==> config.mk <==
export PLATFORM = sky130hd
export DESIGN_NAME = smbus_seq
export DESIGN_NICKNAME = d
export VERILOG_FILES = /design/src/rtl/smbus_seq_pkg.sv /design/src/rtl/smbus_seq_route.sv /design/src/rtl/smbus_seq_buf.sv /design/src/rtl/smbus_seq.sv
export SDC_FILE = /design/constraint.sdc
export NUM_CORES = 1
export LEC_CHECK = 0
export BUFFER_PORTS_ARGS = -buffer_cell sky130_fd_sc_hd__buf_4
export CAP_MARGIN = 25
export CORE_UTILIZATION = 30
export DETAILED_ROUTE_END_ITERATION = 10
export GPL_TIMING_DRIVEN = 0
export PLACE_DENSITY = 0.56
export SKIP_CTS_REPAIR_TIMING = 1
export SYNTH_ARGS = -nofsm -noshare
export SYNTH_HDL_FRONTEND = slang
export SYNTH_HIERARCHICAL = 1
export SYNTH_SLANG_ARGS = --single-unit
==> constraint.sdc <==
create_clock -name clk -period 6 [get_ports clk]
set_input_delay 1.2 -clock clk [delete_from_list [all_inputs] [get_ports clk]]
set_output_delay 1.2 -clock clk [all_outputs]
set_load 0.1 [all_outputs]
==> src/rtl/smbus_seq_pkg.sv <==
package smbus_seq_pkg;

  typedef enum logic [2:0] {
    ENG_START = 3'd0,
    ENG_SEND  = 3'd1,
    ENG_RECV  = 3'd2,
    ENG_NACK  = 3'd3,
    ENG_STOP  = 3'd4
  } eng_op_e;

  typedef enum logic [3:0] {
    SM_QUICK = 4'd0,
    SM_SEND  = 4'd1,
    SM_RECV  = 4'd2,
    SM_WRB   = 4'd3,
    SM_WRW   = 4'd4,
    SM_RDB   = 4'd5,
    SM_RDW   = 4'd6,
    SM_BLKW  = 4'd7,
    SM_BLKR  = 4'd8
  } sm_op_e;

  localparam logic [3:0] SM_LAST = 4'd8;

  typedef enum logic [3:0] {
    PH_IDLE,
    PH_ADDR,
    PH_CMD,
    PH_CNT,
    PH_WR,
    PH_RSTART,
    PH_RXCNT,
    PH_RX,
    PH_NACK,
    PH_STOP,
    PH_DONE
  } phase_e;

endpackage

==> src/rtl/smbus_seq_route.sv <==
module smbus_seq_route
  import smbus_seq_pkg::*;
(
  input  phase_e ph,
  input  sm_op_e op,
  input  logic   nak,
  input  logic   last_wr,
  input  logic   last_rx,
  input  logic   len_zero,
  input  logic   cnt_zero,
  output phase_e nxt,
  output logic   abort
);

  always_comb begin
    nxt   = PH_IDLE;
    abort = 1'b0;
    case (ph)
      PH_ADDR: begin
        if (nak) begin
          nxt = PH_STOP; abort = 1'b1;
        end else begin
          case (op)
            SM_QUICK: nxt = PH_STOP;
            SM_SEND:  nxt = PH_WR;
            SM_RECV:  nxt = PH_RX;
            default:  nxt = PH_CMD;
          endcase
        end
      end
      PH_CMD: begin
        if (nak) begin
          nxt = PH_STOP; abort = 1'b1;
        end else begin
          case (op)
            SM_WRB, SM_WRW: nxt = PH_WR;
            SM_BLKW:        nxt = PH_CNT;
            default:        nxt = PH_RSTART;
          endcase
        end
      end
      PH_CNT: begin
        if (nak) begin
          nxt = PH_STOP; abort = 1'b1;
        end else begin
          nxt = len_zero ? PH_STOP : PH_WR;
        end
      end
      PH_WR: begin
        if (nak) begin
          nxt = PH_STOP; abort = 1'b1;
        end else begin
          nxt = last_wr ? PH_STOP : PH_WR;
        end
      end
      PH_RSTART: begin
        if (nak) begin
          nxt = PH_STOP; abort = 1'b1;
        end else begin
          nxt = (op == SM_BLKR) ? PH_RXCNT : PH_RX;
        end
      end
      PH_RXCNT: nxt = cnt_zero ? PH_NACK : PH_RX;
      PH_RX:    nxt = last_rx ? PH_NACK : PH_RX;
      PH_NACK:  nxt = PH_STOP;
      PH_STOP:  nxt = PH_DONE;
      default:  nxt = PH_IDLE;
    endcase
  end

endmodule

==> src/rtl/smbus_seq_buf.sv <==
module smbus_seq_buf #(
  parameter  int DEPTH = 32,
  parameter  int DW    = 8,
  localparam int AW    = $clog2(DEPTH)
) (
  input  logic          clk,
  input  logic          we,
  input  logic [AW-1:0] waddr,
  input  logic [DW-1:0] wdata,
  input  logic [AW-1:0] ra_addr,
  output logic [DW-1:0] ra_data,
  input  logic [AW-1:0] rb_addr,
  output logic [DW-1:0] rb_data
);

  logic [DW-1:0] ent_arr [DEPTH];

  for (genvar g = 0; g < DEPTH; g++) begin : g_ent
    logic [DW-1:0] ent_q;
    logic          ent_en;
    assign ent_en = we && (waddr == AW'(g));
    always_ff @(posedge clk) begin
      if (ent_en) ent_q <= wdata;
    end
    assign ent_arr[g] = ent_q;
  end

  assign ra_data = ent_arr[ra_addr];
  assign rb_data = ent_arr[rb_addr];

endmodule

==> src/rtl/smbus_seq.sv <==
module smbus_seq
  import smbus_seq_pkg::*;
#(
  parameter  int BUF_DEPTH = 32,
  parameter  int LEN_W     = 8,
  localparam int AW        = $clog2(BUF_DEPTH),
  localparam int CW        = $clog2(BUF_DEPTH + 1)
) (
  input  logic             clk,
  input  logic             rst_n,
  input  logic             req_valid,
  input  logic [3:0]       req_op,
  input  logic             req_rd,
  input  logic [6:0]       req_addr,
  input  logic [7:0]       req_cmd,
  input  logic [15:0]      req_data,
  input  logic [LEN_W-1:0] req_len,
  input  logic             buf_we,
  input  logic [AW-1:0]    buf_widx,
  input  logic [7:0]       buf_wdata,
  input  logic [AW-1:0]    buf_ridx,
  output logic [7:0]       buf_rdata,
  output logic             busy,
  output logic             done,
  output logic             err,
  output logic [15:0]      rd_data,
  output logic [CW-1:0]    rd_len,
  output logic             eng_valid,
  output logic [2:0]       eng_op,
  output logic [7:0]       eng_wbyte,
  input  logic             eng_done,
  input  logic             eng_nak,
  input  logic [7:0]       eng_rbyte
);

  // reset synchronizer: asserts at once, releases on the clock
  logic [1:0] rst_sync_q;
  logic       rst_core_n;
  always_ff @(posedge clk or negedge rst_n) begin
    if (!rst_n) rst_sync_q <= 2'b00;
    else        rst_sync_q <= {rst_sync_q[0], 1'b1};
  end
  assign rst_core_n = rst_sync_q[1];

  phase_e          ph_q, ph_d, nxt;
  sm_op_e          op_q, op_d;
  logic            wait_q, wait_d;
  logic            rd_q, rd_d;
  logic [6:0]      addr_q, addr_d;
  logic [7:0]      cmd_q, cmd_d;
  logic [15:0]     dat_q, dat_d;
  logic [CW-1:0]   len_q, len_d;
  logic [CW-1:0]   idx_q, idx_d;
  logic            err_q, err_d;
  logic [15:0]     rdd_q, rdd_d;
  logic [CW-1:0]   rln_q, rln_d;
  logic            abort, step;
  logic [CW-1:0]   wr_total, rx_total, rcnt;
  logic            last_wr, last_rx;
  logic            seq_we, host_we, mem_we;
  logic [AW-1:0]   mem_waddr;
  logic [7:0]      mem_wdata, blk_byte;
  eng_op_e         eng_op_w;

  assign step = wait_q && eng_done;
  assign rcnt = (eng_rbyte > 8'(BUF_DEPTH)) ? '0 : CW'(eng_rbyte);

  always_comb begin
    case (op_q)
      SM_WRW:  wr_total = CW'(2);
      SM_BLKW: wr_total = len_q;
      default: wr_total = CW'(1);
    endcase
    case (op_q)
      SM_RDW:  rx_total = CW'(2);
      SM_BLKR: rx_total = rln_q;
      default: rx_total = CW'(1);
    endcase
  end
  assign last_wr = (idx_q == wr_total - CW'(1));
  assign last_rx = (idx_q == rx_total - CW'(1));

  smbus_seq_route u_route (
    .ph       (ph_q),
    .op       (op_q),
    .nak      (eng_nak),
    .last_wr  (last_wr),
    .last_rx  (last_rx),
    .len_zero (len_q == '0),
    .cnt_zero (rcnt == '0),
    .nxt      (nxt),
    .abort    (abort)
  );

  // next state
  always_comb begin
    ph_d = ph_q;   op_d = op_q;   wait_d = wait_q; rd_d = rd_q;
    addr_d = addr_q; cmd_d = cmd_q; dat_d = dat_q; len_d = len_q;
    idx_d = idx_q; err_d = err_q; rdd_d = rdd_q; rln_d = rln_q;
    case (ph_q)
      PH_IDLE: begin
        if (req_valid) begin
          rd_d   = req_rd;
          addr_d = req_addr;
          cmd_d  = req_cmd;
          dat_d  = req_data;
          len_d  = (req_len > LEN_W'(BUF_DEPTH)) ? CW'(BUF_DEPTH) : CW'(req_len);
          idx_d  = '0;
          wait_d = 1'b0;
          rdd_d  = '0;
          rln_d  = '0;
          if (req_op <= SM_LAST) begin
            op_d  = sm_op_e'(req_op);
            ph_d  = PH_ADDR;
            err_d = 1'b0;
          end else begin
            op_d  = SM_QUICK;
            ph_d  = PH_DONE;
            err_d = 1'b1;
          end
        end
      end
      PH_DONE: ph_d = PH_IDLE;
      default: begin
        if (!wait_q) begin
          wait_d = 1'b1;
        end else if (eng_done) begin
          wait_d = 1'b0;
          ph_d   = nxt;
          idx_d  = (nxt == ph_q) ? idx_q + CW'(1) : '0;
          if (abort) err_d = 1'b1;
          if (ph_q == PH_RXCNT) rln_d = rcnt;
          if (ph_q == PH_RX && op_q != SM_BLKR) begin
            if (idx_q[0]) rdd_d[15:8] = eng_rbyte;
            else          rdd_d[7:0]  = eng_rbyte;
          end
        end
      end
    endcase
  end

  // registers
  always_ff @(posedge clk or negedge rst_core_n) begin
    if (!rst_core_n) begin
      ph_q <= PH_IDLE; op_q <= SM_QUICK; wait_q <= 1'b0; rd_q <= 1'b0;
      addr_q <= '0; cmd_q <= '0; dat_q <= '0; len_q <= '0;
      idx_q <= '0; err_q <= 1'b0; rdd_q <= '0; rln_q <= '0;
    end else begin
      ph_q <= ph_d; op_q <= op_d; wait_q <= wait_d; rd_q <= rd_d;
      addr_q <= addr_d; cmd_q <= cmd_d; dat_q <= dat_d; len_q <= len_d;
      idx_q <= idx_d; err_q <= err_d; rdd_q <= rdd_d; rln_q <= rln_d;
    end
  end

  // block buffer: host port while idle, sequencer during block read
  assign host_we   = (ph_q == PH_IDLE) && buf_we;
  assign seq_we    = (ph_q == PH_RX) && step && (op_q == SM_BLKR);
  assign mem_we    = host_we || seq_we;
  assign mem_waddr = seq_we ? idx_q[AW-1:0] : buf_widx;
  assign mem_wdata = seq_we ? eng_rbyte : buf_wdata;

  smbus_seq_buf #(.DEPTH(BUF_DEPTH), .DW(8)) u_buf (
    .clk     (clk),
    .we      (mem_we),
    .waddr   (mem_waddr),
    .wdata   (mem_wdata),
    .ra_addr (buf_ridx),
    .ra_data (buf_rdata),
    .rb_addr (idx_q[AW-1:0]),
    .rb_data (blk_byte)
  );

  // engine request
  always_comb begin
    eng_op_w  = ENG_STOP;
    eng_wbyte = '0;
    case (ph_q)
      PH_ADDR: begin
        eng_op_w  = ENG_START;
        eng_wbyte = {addr_q, (op_q == SM_RECV) || (op_q == SM_QUICK && rd_q)};
      end
      PH_RSTART: begin
        eng_op_w  = ENG_START;
        eng_wbyte = {addr_q, 1'b1};
      end
      PH_CMD: begin
        eng_op_w  = ENG_SEND;
        eng_wbyte = cmd_q;
      end
      PH_CNT: begin
        eng_op_w  = ENG_SEND;
        eng_wbyte = 8'(len_q);
      end
      PH_WR: begin
        eng_op_w = ENG_SEND;
        case (op_q)
          SM_WRW:  eng_wbyte = idx_q[0] ? dat_q[15:8] : dat_q[7:0];
          SM_BLKW: eng_wbyte = blk_byte;
          default: eng_wbyte = dat_q[7:0];
        endcase
      end
      PH_RXCNT, PH_RX: eng_op_w = ENG_RECV;
      PH_NACK:         eng_op_w = ENG_NACK;
      default:         eng_op_w = ENG_STOP;
    endcase
  end

  assign eng_op    = eng_op_w;
  assign eng_valid = !wait_q && (ph_q != PH_IDLE) && (ph_q != PH_DONE);
  assign busy      = (ph_q != PH_IDLE);
  assign done      = (ph_q == PH_DONE);
  assign err       = err_q;
  assign rd_data   = rdd_q;
  assign rd_len    = rln_q;

endmodule

==> run_results.csv <==
group,metric,value,unit
global_routing,grt_use_total,17.82,%
layout,area_growth,18.98,%
timing,final.min_clock_period,5703,ps
timing,hold_viol_final,0,
cts,cts_buffers,38,
route,met1_length,20.82,mm
timing,tns,0,ps
yosys,syn_inst,987,
route,vias,10420,
power,power,8.327,mW
timing,worst_slew_pin_slew,1102,ps
route,drtPass1Iterations,5,
layout,fin_area,0.01980,mm2
route,met3_length,5.185,mm
global_routing,grt_pass1_vias,10390,
yosys,synth-edff-count,256,
global_routing,grt_pass1_wl,72.27,mm
route,dr.first_iter.drc_count,1148,
route,ant_nets,0,
cts,clock-sinks,334,
cts,clock-root-buffer,"clkbuf_16",
yosys,synth_nets,1066,
global_routing,grt_max_degree,54,
route,drc,0,
outcome,status,"complete, no violations",
route,avgRoutedWirePerCell,26.27,um
yosys,synth_seq_cells,334,
worst_setup_path,cp_slowest_stage_delay,720,ps
yosys,async_reset_ff_share,23.35,%
die,ios,121,
power,ir_drop,0.0002984,V
worst_setup_path,cp_slowest_cell,"buf_1",
layout,layout_common_cells,"256 x edfxtp_1, 157 x mux4_2, 128 x buf_4, 80 x mux2_2, 77 x dfrtp_1",
timing,setup_violations,0,
cts,cts_buffer_depth,3,
power,cellLeakagePower,6.667,nW
worst_setup_path,path_max_fanout,10,
global_routing,antenna_found_initial,2,
layout,final_common_cell,"edfxtp_1",
route,wirelength,50.33,mm
die,rows,85,
layout,fillers,5104,
cts,clkLatencyLatePin,560,ps
timing,slew_headroom,26.25,%
place,placed_area,0.01852,mm2
layout,drive_gt1_share,38.23,%
worst_setup_path,setup.worst_path.start_class,"register",
layout,diodes,0,
timing,period_share,95.05,%
layout,fin_nets,1228,
die,die_w,237.5,um
timing,fmax,175.3,MHz
place,portBuffers,114,
yosys,seq_area_frac_synth,57.93,%
timing,finClkSkew,19.10,ps
power,power.density,420.6,mW/mm2
timing,drv_slew,0,
timing,rsz0062_at_grt,"false",
global_routing,gr-total-overflow,0,
die,start_util,30.62,%
route,via_per_inst,5.439,
place,place_congestion,0.8571,
flow_run,drv_cap,0,
yosys,synth_area,0.01664,mm2
worst_setup_path,criticalPathCategory,"register to output port",
place,dp_hpwl,35.66,mm
hold_path,hold_path_class,"register to asynchronous set/reset pin",
cts,tritoncts,"yes",
cts,clkTransAtPathRegs,60,ps
yosys,synthFlopType,"edfxtp_1",
yosys,ys_types,71,
die,die_h,237.5,um
worst_setup_path,path_cells,"clkbuf_1, buf_1, mux4_2, mux4_2, mux2_2, a222oi_1, o21ai_0, buf_4",
die,fp.coreArea,0.05435,mm2
worst_setup_path,worstPathRequired,4800,ps
yosys,ys.warnings.count,6,
route,highest_layer,"met5",
worst_setup_path,end_kind,"output port",
worst_setup_path,cp_common_cell,"mux4_2",
worst_setup_path,critical_path_arrival,4500,ps
route,wl_met2,23.11,mm
yosys,avgSynthCellArea,16.86,um2
cts,cts-htree-levels,2,
die,die-area,0.05641,mm2
==> critical path: cells and delay by family, from the launching register on <==
family / cells / cell delay, ps
compound gates: 2 / 690
buf+inv: 3 / 1600
flops: 1 / 370
mux: 3 / 1290
==> through the flow <==
step                hold WS [ps]  setup WS (ps)  utilization [%]  cells
floorplan                  331.2          722.6                -    987
global placement           336.6          743.6            33.90   1840
detailed placement         252.2          730.7            34.07   1846
CTS                        259.4          311.6            36.40   1914
global route               279.9          230.2            36.43   1916
finish                     241.6          296.8            36.43   1916
==> final cells by class <==
cell class,count,area (um2),area share [%]
clock buffer,46,980.9,4.955
sequential,334,9643,48.71
buffer,70,346.6,1.751
multi-input combinational,575,6629,33.49
clock inverter,22,285.3,1.441
timing repair buffer,122,957.2,4.835
inverter,8,30.03,0.1517
tap,739,924.6,4.671
==> layer usage <==
layer | global-route usage [%] | vias up
li1 | - | 4388
met1 | 24.35 | 5422
met2 | 27.77 | 541
met3 | 4.692 | 66
met4 | 5.337 | 4
met5 | 0 | -
==> sequential cells by signal, indices dropped and copies added, names as in the netlist, 2 cells and up <==
register,count
rd_len,6
dat_q,16
addr_q,7
cmd_q,8
rst_sync_q,2
rd_data,16
op_q,4
len_q,6
u_buf/g_ent.ent_q,256
ph_q,4
idx_q,6
==> power breakdown <==
| group | leakage [nW] | switching [mW] | internal [mW] |
|---|---|---|---|
| combinational | 2.77 | 1.99 | 1.00 |
| sequential | 3.27 | 0.243 | 2.73 |
| clock | 0.621 | 0.961 | 1.40 |
==> cell families after synthesis <==
| logic type | count (synthesis) | share of synthesized area (%) |
|---|---|---|
| muxes | 243 | 27.40 |
| xor gates and xnor gates | 17 | 0.8949 |
| DFF | 334 | 57.93 |
| adders and majority gates | 3 | 0.2256 |
| AOI/OAI and AO/OA | 112 | 4.926 |
| other | 1 | 0.02254 |
| buffers and inverters | 78 | 2.263 |
| and+or+nand+nor | 199 | 6.339 |
==> final timing paths <==
check                                     endpoint                    start  depth (start not counted)  slack (ps)
max                                   eng_wbyte[6]     idx_q[2]$_DFFE_PN0P_                          8         300
min                          addr_q[6]$_DFFE_PN0P_  rst_sync_q[1]$_DFF_PN0_                          0         240
max reg2reg                   idx_q[0]$_DFFE_PN0P_      op_q[1]$_DFFE_PN0P_                         19        1130
min reg2reg                  addr_q[6]$_DFFE_PN0P_  rst_sync_q[1]$_DFF_PN0_                          0         240
max in group asynchronous   rd_data[0]$_DFFE_PN0P_  rst_sync_q[1]$_DFF_PN0_                          1        5150
min in group clk           rst_sync_q[1]$_DFF_PN0_  rst_sync_q[0]$_DFF_PN0_                          0         350
==> synth_stat cells, drive strengths merged (13+ instances only) <==
| cell | n | share of area (%) |
|---|---|---|
| edfxtp | 256 | 46 |
| mux4 | 160 | 22 |
| mux2 | 80 | 5.4 |
| dfrtp | 78 | 12 |
| nor2 | 64 | 1.5 |
| buf | 41 | 1.4 |
| nand2 | 31 | 0.70 |
| clkbuf | 29 | 0.65 |
| nor2b | 23 | 0.86 |
| o21ai | 21 | 0.63 |
| a21oi | 20 | 0.62 |
| a22o | 15 | 0.79 |
| nand2b | 14 | 0.53 |
| nor3 | 13 | 0.39 |
Note: power is estimated with default switching activity, not from simulation.
